File: src/rtl/cal_seq_pkg.sv
package cal_seq_pkg;

  typedef enum logic [2:0] {
    PH_IDLE = 3'd0,
    PH_ZS   = 3'd1,
    PH_FS   = 3'd2,
    PH_CONV = 3'd3,
    PH_PIPE = 3'd4
  } cal_phase_e;

  localparam logic [1:0] MODE_NORMAL = 2'b00;
  localparam logic [1:0] MODE_SELF   = 2'b01;
  localparam logic [1:0] MODE_SYS_ZS = 2'b10;
  localparam logic [1:0] MODE_SYS_FS = 2'b11;

  // first phase entered for an accepted calibration code
  function automatic cal_phase_e entry_phase(input logic [1:0] code);
    return (code == MODE_SYS_FS) ? PH_FS : PH_ZS;
  endfunction

  // number of output-rate ticks that close a phase
  function automatic int unsigned phase_len(input cal_phase_e ph, input logic self_cal,
                                            input int unsigned zs_n, input int unsigned fs_n,
                                            input int unsigned sys_n, input int unsigned cself_n,
                                            input int unsigned csys_n);
    case (ph)
      PH_ZS:   return self_cal ? zs_n : sys_n;
      PH_FS:   return self_cal ? fs_n : sys_n;
      PH_CONV: return self_cal ? cself_n : csys_n;
      default: return 1;
    endcase
  endfunction

endpackage

File: src/rtl/cal_tick_counter.sv
module cal_tick_counter #(
  parameter int W = 4
) (
  input  logic         clk,
  input  logic         rst_n,
  input  logic         clr,
  input  logic         tick,
  input  logic [W-1:0] limit,
  output logic         done
);
  logic [W-1:0] cnt;

  assign done = tick && !clr && (cnt == limit - W'(1));

  always_ff @(posedge clk) begin
    if (!rst_n)             cnt <= '0;
    else if (clr || done)   cnt <= '0;
    else if (tick)          cnt <= cnt + W'(1);
  end
endmodule

File: src/rtl/cal_pipe_timer.sv
module cal_pipe_timer #(
  parameter int CYCLES = 16,
  localparam int W = $clog2(CYCLES + 1)
) (
  input  logic clk,
  input  logic rst_n,
  input  logic run,
  output logic expire
);
  logic [W-1:0] cnt;

  assign expire = run && (cnt == W'(CYCLES - 1));

  always_ff @(posedge clk) begin
    if (!rst_n)              cnt <= '0;
    else if (!run || expire) cnt <= '0;
    else                     cnt <= cnt + W'(1);
  end
endmodule

File: src/rtl/cal_seq_ctrl.sv
module cal_seq_ctrl
  import cal_seq_pkg::*;
#(
  parameter int ZS_TICKS        = 3,
  parameter int FS_TICKS        = 3,
  parameter int SYS_TICKS       = 3,
  parameter int SELF_CONV_TICKS = 3,
  parameter int SYS_CONV_TICKS  = 1,
  parameter int PIPE_CYCLES     = 16
) (
  input  logic       clk,
  input  logic       rst_n,
  input  logic       mode_wr,
  input  logic [1:0] mode_in,
  input  logic       conv_tick,
  output logic [2:0] phase,
  output logic       offset_load,
  output logic       gain_load,
  output logic [1:0] mode_bits,
  output logic       drdy_n
);
  localparam int TICK_W = $clog2(ZS_TICKS + FS_TICKS + SYS_TICKS
                                 + SELF_CONV_TICKS + SYS_CONV_TICKS + 1);

  cal_phase_e        state;
  logic              self_q;
  logic [TICK_W-1:0] limit;

  // named internal events, visible to the bound checker
  logic start_cmd;
  logic tick_done;
  logic pipe_expire;
  logic tick_clr;

  assign start_cmd = mode_wr && (mode_in != MODE_NORMAL);
  assign tick_clr  = start_cmd ||
                     !(state == PH_ZS || state == PH_FS || state == PH_CONV);
  assign phase     = state;

  always_comb begin
    limit = TICK_W'(phase_len(state, self_q, ZS_TICKS, FS_TICKS, SYS_TICKS,
                              SELF_CONV_TICKS, SYS_CONV_TICKS));
  end

  cal_tick_counter #(.W(TICK_W)) u_ticks (
    .clk   (clk),
    .rst_n (rst_n),
    .clr   (tick_clr),
    .tick  (conv_tick),
    .limit (limit),
    .done  (tick_done)
  );

  cal_pipe_timer #(.CYCLES(PIPE_CYCLES)) u_pipe (
    .clk    (clk),
    .rst_n  (rst_n),
    .run    (state == PH_PIPE && !start_cmd),
    .expire (pipe_expire)
  );

  always_ff @(posedge clk) begin
    if (!rst_n) begin
      state       <= PH_IDLE;
      self_q      <= 1'b0;
      mode_bits   <= MODE_NORMAL;
      drdy_n      <= 1'b1;
      offset_load <= 1'b0;
      gain_load   <= 1'b0;
    end else begin
      offset_load <= 1'b0;
      gain_load   <= 1'b0;
      if (start_cmd) begin
        state     <= entry_phase(mode_in);
        self_q    <= (mode_in == MODE_SELF);
        mode_bits <= mode_in;
        drdy_n    <= 1'b1;
      end else begin
        case (state)
          PH_ZS: if (tick_done) begin
            offset_load <= 1'b1;
            if (self_q) state <= PH_FS;
            else begin
              state     <= PH_CONV;
              mode_bits <= MODE_NORMAL;
            end
          end
          PH_FS: if (tick_done) begin
            gain_load <= 1'b1;
            state     <= PH_CONV;
            mode_bits <= MODE_NORMAL;
          end
          PH_CONV: if (tick_done) state <= PH_PIPE;
          PH_PIPE: if (pipe_expire) begin
            state  <= PH_IDLE;
            drdy_n <= 1'b0;
          end
          default: state <= PH_IDLE;
        endcase
      end
    end
  end
endmodule

File: config.mk
export PLATFORM = sky130hd
export DESIGN_NAME = cal_seq_ctrl
export DESIGN_NICKNAME = d
export VERILOG_FILES = /design/src/rtl/cal_seq_pkg.sv /design/src/rtl/cal_tick_counter.sv /design/src/rtl/cal_pipe_timer.sv /design/src/rtl/cal_seq_ctrl.sv
export SDC_FILE = /design/constraint.sdc
export NUM_CORES = 1
export LEC_CHECK = 0
export ABC_AREA = 0
export BUFFER_PORTS_ARGS = -buffer_cell sky130_fd_sc_hd__buf_4
export CORE_AREA = 2 2 54 56
export DETAILED_ROUTE_END_ITERATION = 16
export DIE_AREA = 0 0 56 58
export GPL_TIMING_DRIVEN = 0
export SETUP_SLACK_MARGIN = 0.02
export SYNTH_ARGS = -nofsm -noshare
export SYNTH_HDL_FRONTEND = slang
export SYNTH_SLANG_ARGS = --single-unit
File: constraint.sdc
create_clock -name clk -period 3.1 [get_ports clk]
set_clock_uncertainty 0.2 [all_clocks]
set_input_delay 0 -clock clk [delete_from_list [all_inputs] [get_ports clk]]
set_output_delay 0 -clock clk [all_outputs]
set_load 0.02 [all_outputs]
==> flow_metrics.env <==
export IMPL_cp_num_cells=6
export IMPL_ys_types=33
export IMPL_ys_flop_type="dfxtp_1"
export IMPL_vias_per_cell=5.14
export IMPL_yosysWarningCount=0
export IMPL_period_minus_slack_ns=2.37
export IMPL_gp_congestion=0.882
export IMPL_grt_total_usage_pct=12.1
export IMPL_crit_path_max_fanout=10
export IMPL_reg2reg_depth=6
export IMPL_ctsHtreeMaxLevel=1
export IMPL_synth_seq_area_share_pct=41.0
export IMPL_core_area_mm2=0.00266
export IMPL_peakVddDrop_v=0.000278
export IMPL_hpwlAfterDp_um=1260
export IMPL_place_ws_ns=1.29
export IMPL_drc=0
export IMPL_avgSynthCellArea_um2=9.34
export IMPL_num_antenna_cells=0
export IMPL_die_w_um=56
export IMPL_syn_nets=103
export IMPL_cpMaxStageDelayCell="dlygate4sd3_1"
export IMPL_ctsRootBufferMaster="clkbuf_4"
export IMPL_clkLatencyLatePin_ns=0.28
export IMPL_ys_seq_elements=18
export IMPL_fin_crit_sh_pct=76.6
export IMPL_reg2reg_slack_ns=0.73
export IMPL_critPathArrivalTime_ns=2.41
export IMPL_p_leak_nw=0.466
export IMPL_ant_nets=0
export IMPL_worst_pin_slew_ns=0.433
export IMPL_worstSetupEndpoint="mode_bits[1]$_SDFFE_PN0P_"
export IMPL_power_density_mw_per_mm2=398
export IMPL_worstHoldPathType="register to register"
export IMPL_synth_top_area_cell="dfxtp_1"
export IMPL_critPathLaunchType="register"
export IMPL_vias=771
export IMPL_final_cell_mix="18 x dfxtp_1, 14 x nor2_1, 13 x buf_4, 9 x dlygate4sd3_1, 8 x nand2_1"
export IMPL_grt_pass1_wl_um=3030
export IMPL_ff_latch_area_um2=360
export IMPL_grt_max_degree=11
export IMPL_ys_top_cells_by_area="dfxtp_1 41%, nor2_1 6.0%, ha_1 4.3%, nand2_1 3.4%, xor2_1 3.0%"
export IMPL_dieArea_mm2=0.00325
export IMPL_grt_setup_unrepaired="false"
export IMPL_drive_gt1_share_pct=18.5
export IMPL_final_common_cell="dfxtp_1"
export IMPL_multi_input_area_um2=495
export IMPL_max_freq_ghz=0.421
export IMPL_crit_family="buffers and inverters"
export IMPL_wirelength_um=1750
export IMPL_numCtsBuffers=3
export IMPL_rr_startpoint="phase[2]$_SDFFE_PN0P_"
export IMPL_setup_worst_path_start="phase[2]$_SDFFE_PN0P_"
export IMPL_clk_pin_slew_ns=0.09
export IMPL_cpPeakStageDelay_ns=0.54
export IMPL_fin_ws_ns=0.726
export IMPL_netlist_instances=94
export IMPL_nNetsFinal=130
export IMPL_fin_tns_setup_ns=0
export IMPL_floorplan_initialDensity_pct=33.0
export IMPL_drv_cap=0
export IMPL_fillCellCount=285
export IMPL_clockBufferDepth=2
export IMPL_rows=19
export IMPL_final_hold_viol_count=0
export IMPL_cts_sinks=18
export IMPL_r2r_end="mode_bits[1]$_SDFFE_PN0P_"
export IMPL_path_cells="clkbuf_1 -> o21ba_2 -> and4b_2 -> o211ai_1 -> a32o_1 -> dlygate4sd3_1"
export IMPL_antenna_found_initial=0
export IMPL_avgRoutedWirePerCell_um=11.7
export IMPL_grt_pass1_vias=709
export IMPL_setup_viol=0
export IMPL_first_iter_violations=21
export IMPL_die_h_um=58
export IMPL_max_slew_margin_pct=70.9
export IMPL_cp_required_ns=3.13
export IMPL_first_pass_iters=4
export IMPL_critPathCaptureType="register"
export IMPL_ios=14
export IMPL_synth_top_area_share_pct=41.0
export IMPL_grt_overflow=0
export IMPL_crit_buf_inv=2
export IMPL_synth_edff_count=0
export IMPL_worst_setup_path_type="register to register"
export IMPL_async_reset_ff_share_pct=0
export IMPL_areaGrowthSynthToFinish_pct=28.3
export IMPL_final_max_slew_viol_count=0
export IMPL_netlist_area_um2=878
export IMPL_io_buffers=13
export IMPL_status="completed"
export IMPL_cts_tree="yes"
## final cells by class
class	count	share of cell area [%]
buffer	2	0.666
clock buffer	3	2.00
inverter	4	1.33
multi-input combinational	70	44.0
sequential	18	32.0
tap	31	3.44
timing repair buffer	22	16.6
## report_power, final
group | internal [W] | switching, W | leakage, nW | total, W
combinational | 0.0000435 | 0.0000467 | 0.306 | 0.0000902
sequential | 0.000238 | 0.00000961 | 0.146 | 0.000248
clock | 0.0000451 | 0.0000658 | 0.0138 | 0.000111
## Yosys cell counts, types with 2 or more instances
cell / number
xor2_1: 3
xnor2_1: 2
mux2i_1: 2
o211ai_1: 2
nand2_1: 8
dfxtp_1: 18
nor3_1: 2
inv_1: 4
clkbuf_1: 2
nor2_1: 14
o21ai_0: 2
nand3_1: 4
and3_1: 4
o21a_1: 2
nor2b_1: 2
a32o_1: 2
ha_1: 3
and4_1: 2
nand4_1: 2
## cells by family after synthesis
logic type,share of synthesized area (%)
AO/OA/AOI/OAI,17.0
XOR/XNOR,4.99
adder cells (fa/ha/maj),4.27
buffers and inverters,2.56
flip-flops,41.0
multiplexers,2.28
AND/OR/NAND/NOR,27.9
## layer usage
| metal | global-route usage, % | vias up | part of all wire [%] | wire length [um] |
|---|---|---|---|---|
| met5 | 0 | - | 0 | 0 |
| met4 | 4.42 | 0 | 0.86 | 15 |
| met3 | 4.02 | 2 | 5.5 | 97 |
| met2 | 18.8 | 19 | 46 | 809 |
| met1 | 15.9 | 355 | 47 | 830 |
| li1 | - | 395 | - | - |
## through the flow
stage | hold WS (ns) | util (%) | std cells | power [W] | area, um2
after floorplan | -0.0524 | - | 94 | 0.000304 | 878
after global placement | 0.0846 | 38.1 | 138 | 0.000332 | 1010
after detailed placement | 0.0943 | 38.1 | 138 | 0.000333 | 1010
after CTS | 0.258 | 42.3 | 150 | 0.000456 | 1130
after global routing | 0.270 | 42.3 | 150 | 0.000478 | 1130
final | 0.252 | 42.3 | 150 | 0.000449 | 1130
## worst min path at each step
stage	slack, ns	start	cells after the start	end
after global routing	0.27	u_pipe.cnt[0]$_SDFF_PP0_	1	u_pipe.cnt[0]$_SDFF_PP0_
after detailed placement	0.09	mode_in[1]	2	mode_bits[1]$_SDFFE_PN0P_
after global placement	0.08	conv_tick	3	u_ticks.cnt[0]$_SDFFE_PP0P_
final	0.25	u_pipe.cnt[0]$_SDFF_PP0_	1	u_pipe.cnt[0]$_SDFF_PP0_
after floorplan	-0.05	conv_tick	2	u_ticks.cnt[0]$_SDFFE_PP0P_
after CTS	0.26	u_pipe.cnt[0]$_SDFF_PP0_	1	u_pipe.cnt[0]$_SDFF_PP0_
## worst reg2reg max path: cells and delay by family, from the launching register on
kind	cells	cell delay [ns]
simple gates	1	0.21
flops	1	0.35
compound gates	3	0.68
buf+inv	2	0.89
## what timing repair did
action / CTS / global route
hold buffers: 9 / 0
resized for setup: 0 / 0
setup endpoints to repair: 0 / 0
setup buffers: 0 / 0
endpoints found under the hold margin: 14 / 0
## state kept, by name, indices dropped and copies added, names as in the netlist
signal / count
self_q: 1
drdy_n: 1
mode_bits: 2
gain_load: 1
phase: 3
u_ticks.cnt: 4
offset_load: 1
u_pipe.cnt: 5
No activity file was read; power rests on OpenSTA's default activity.
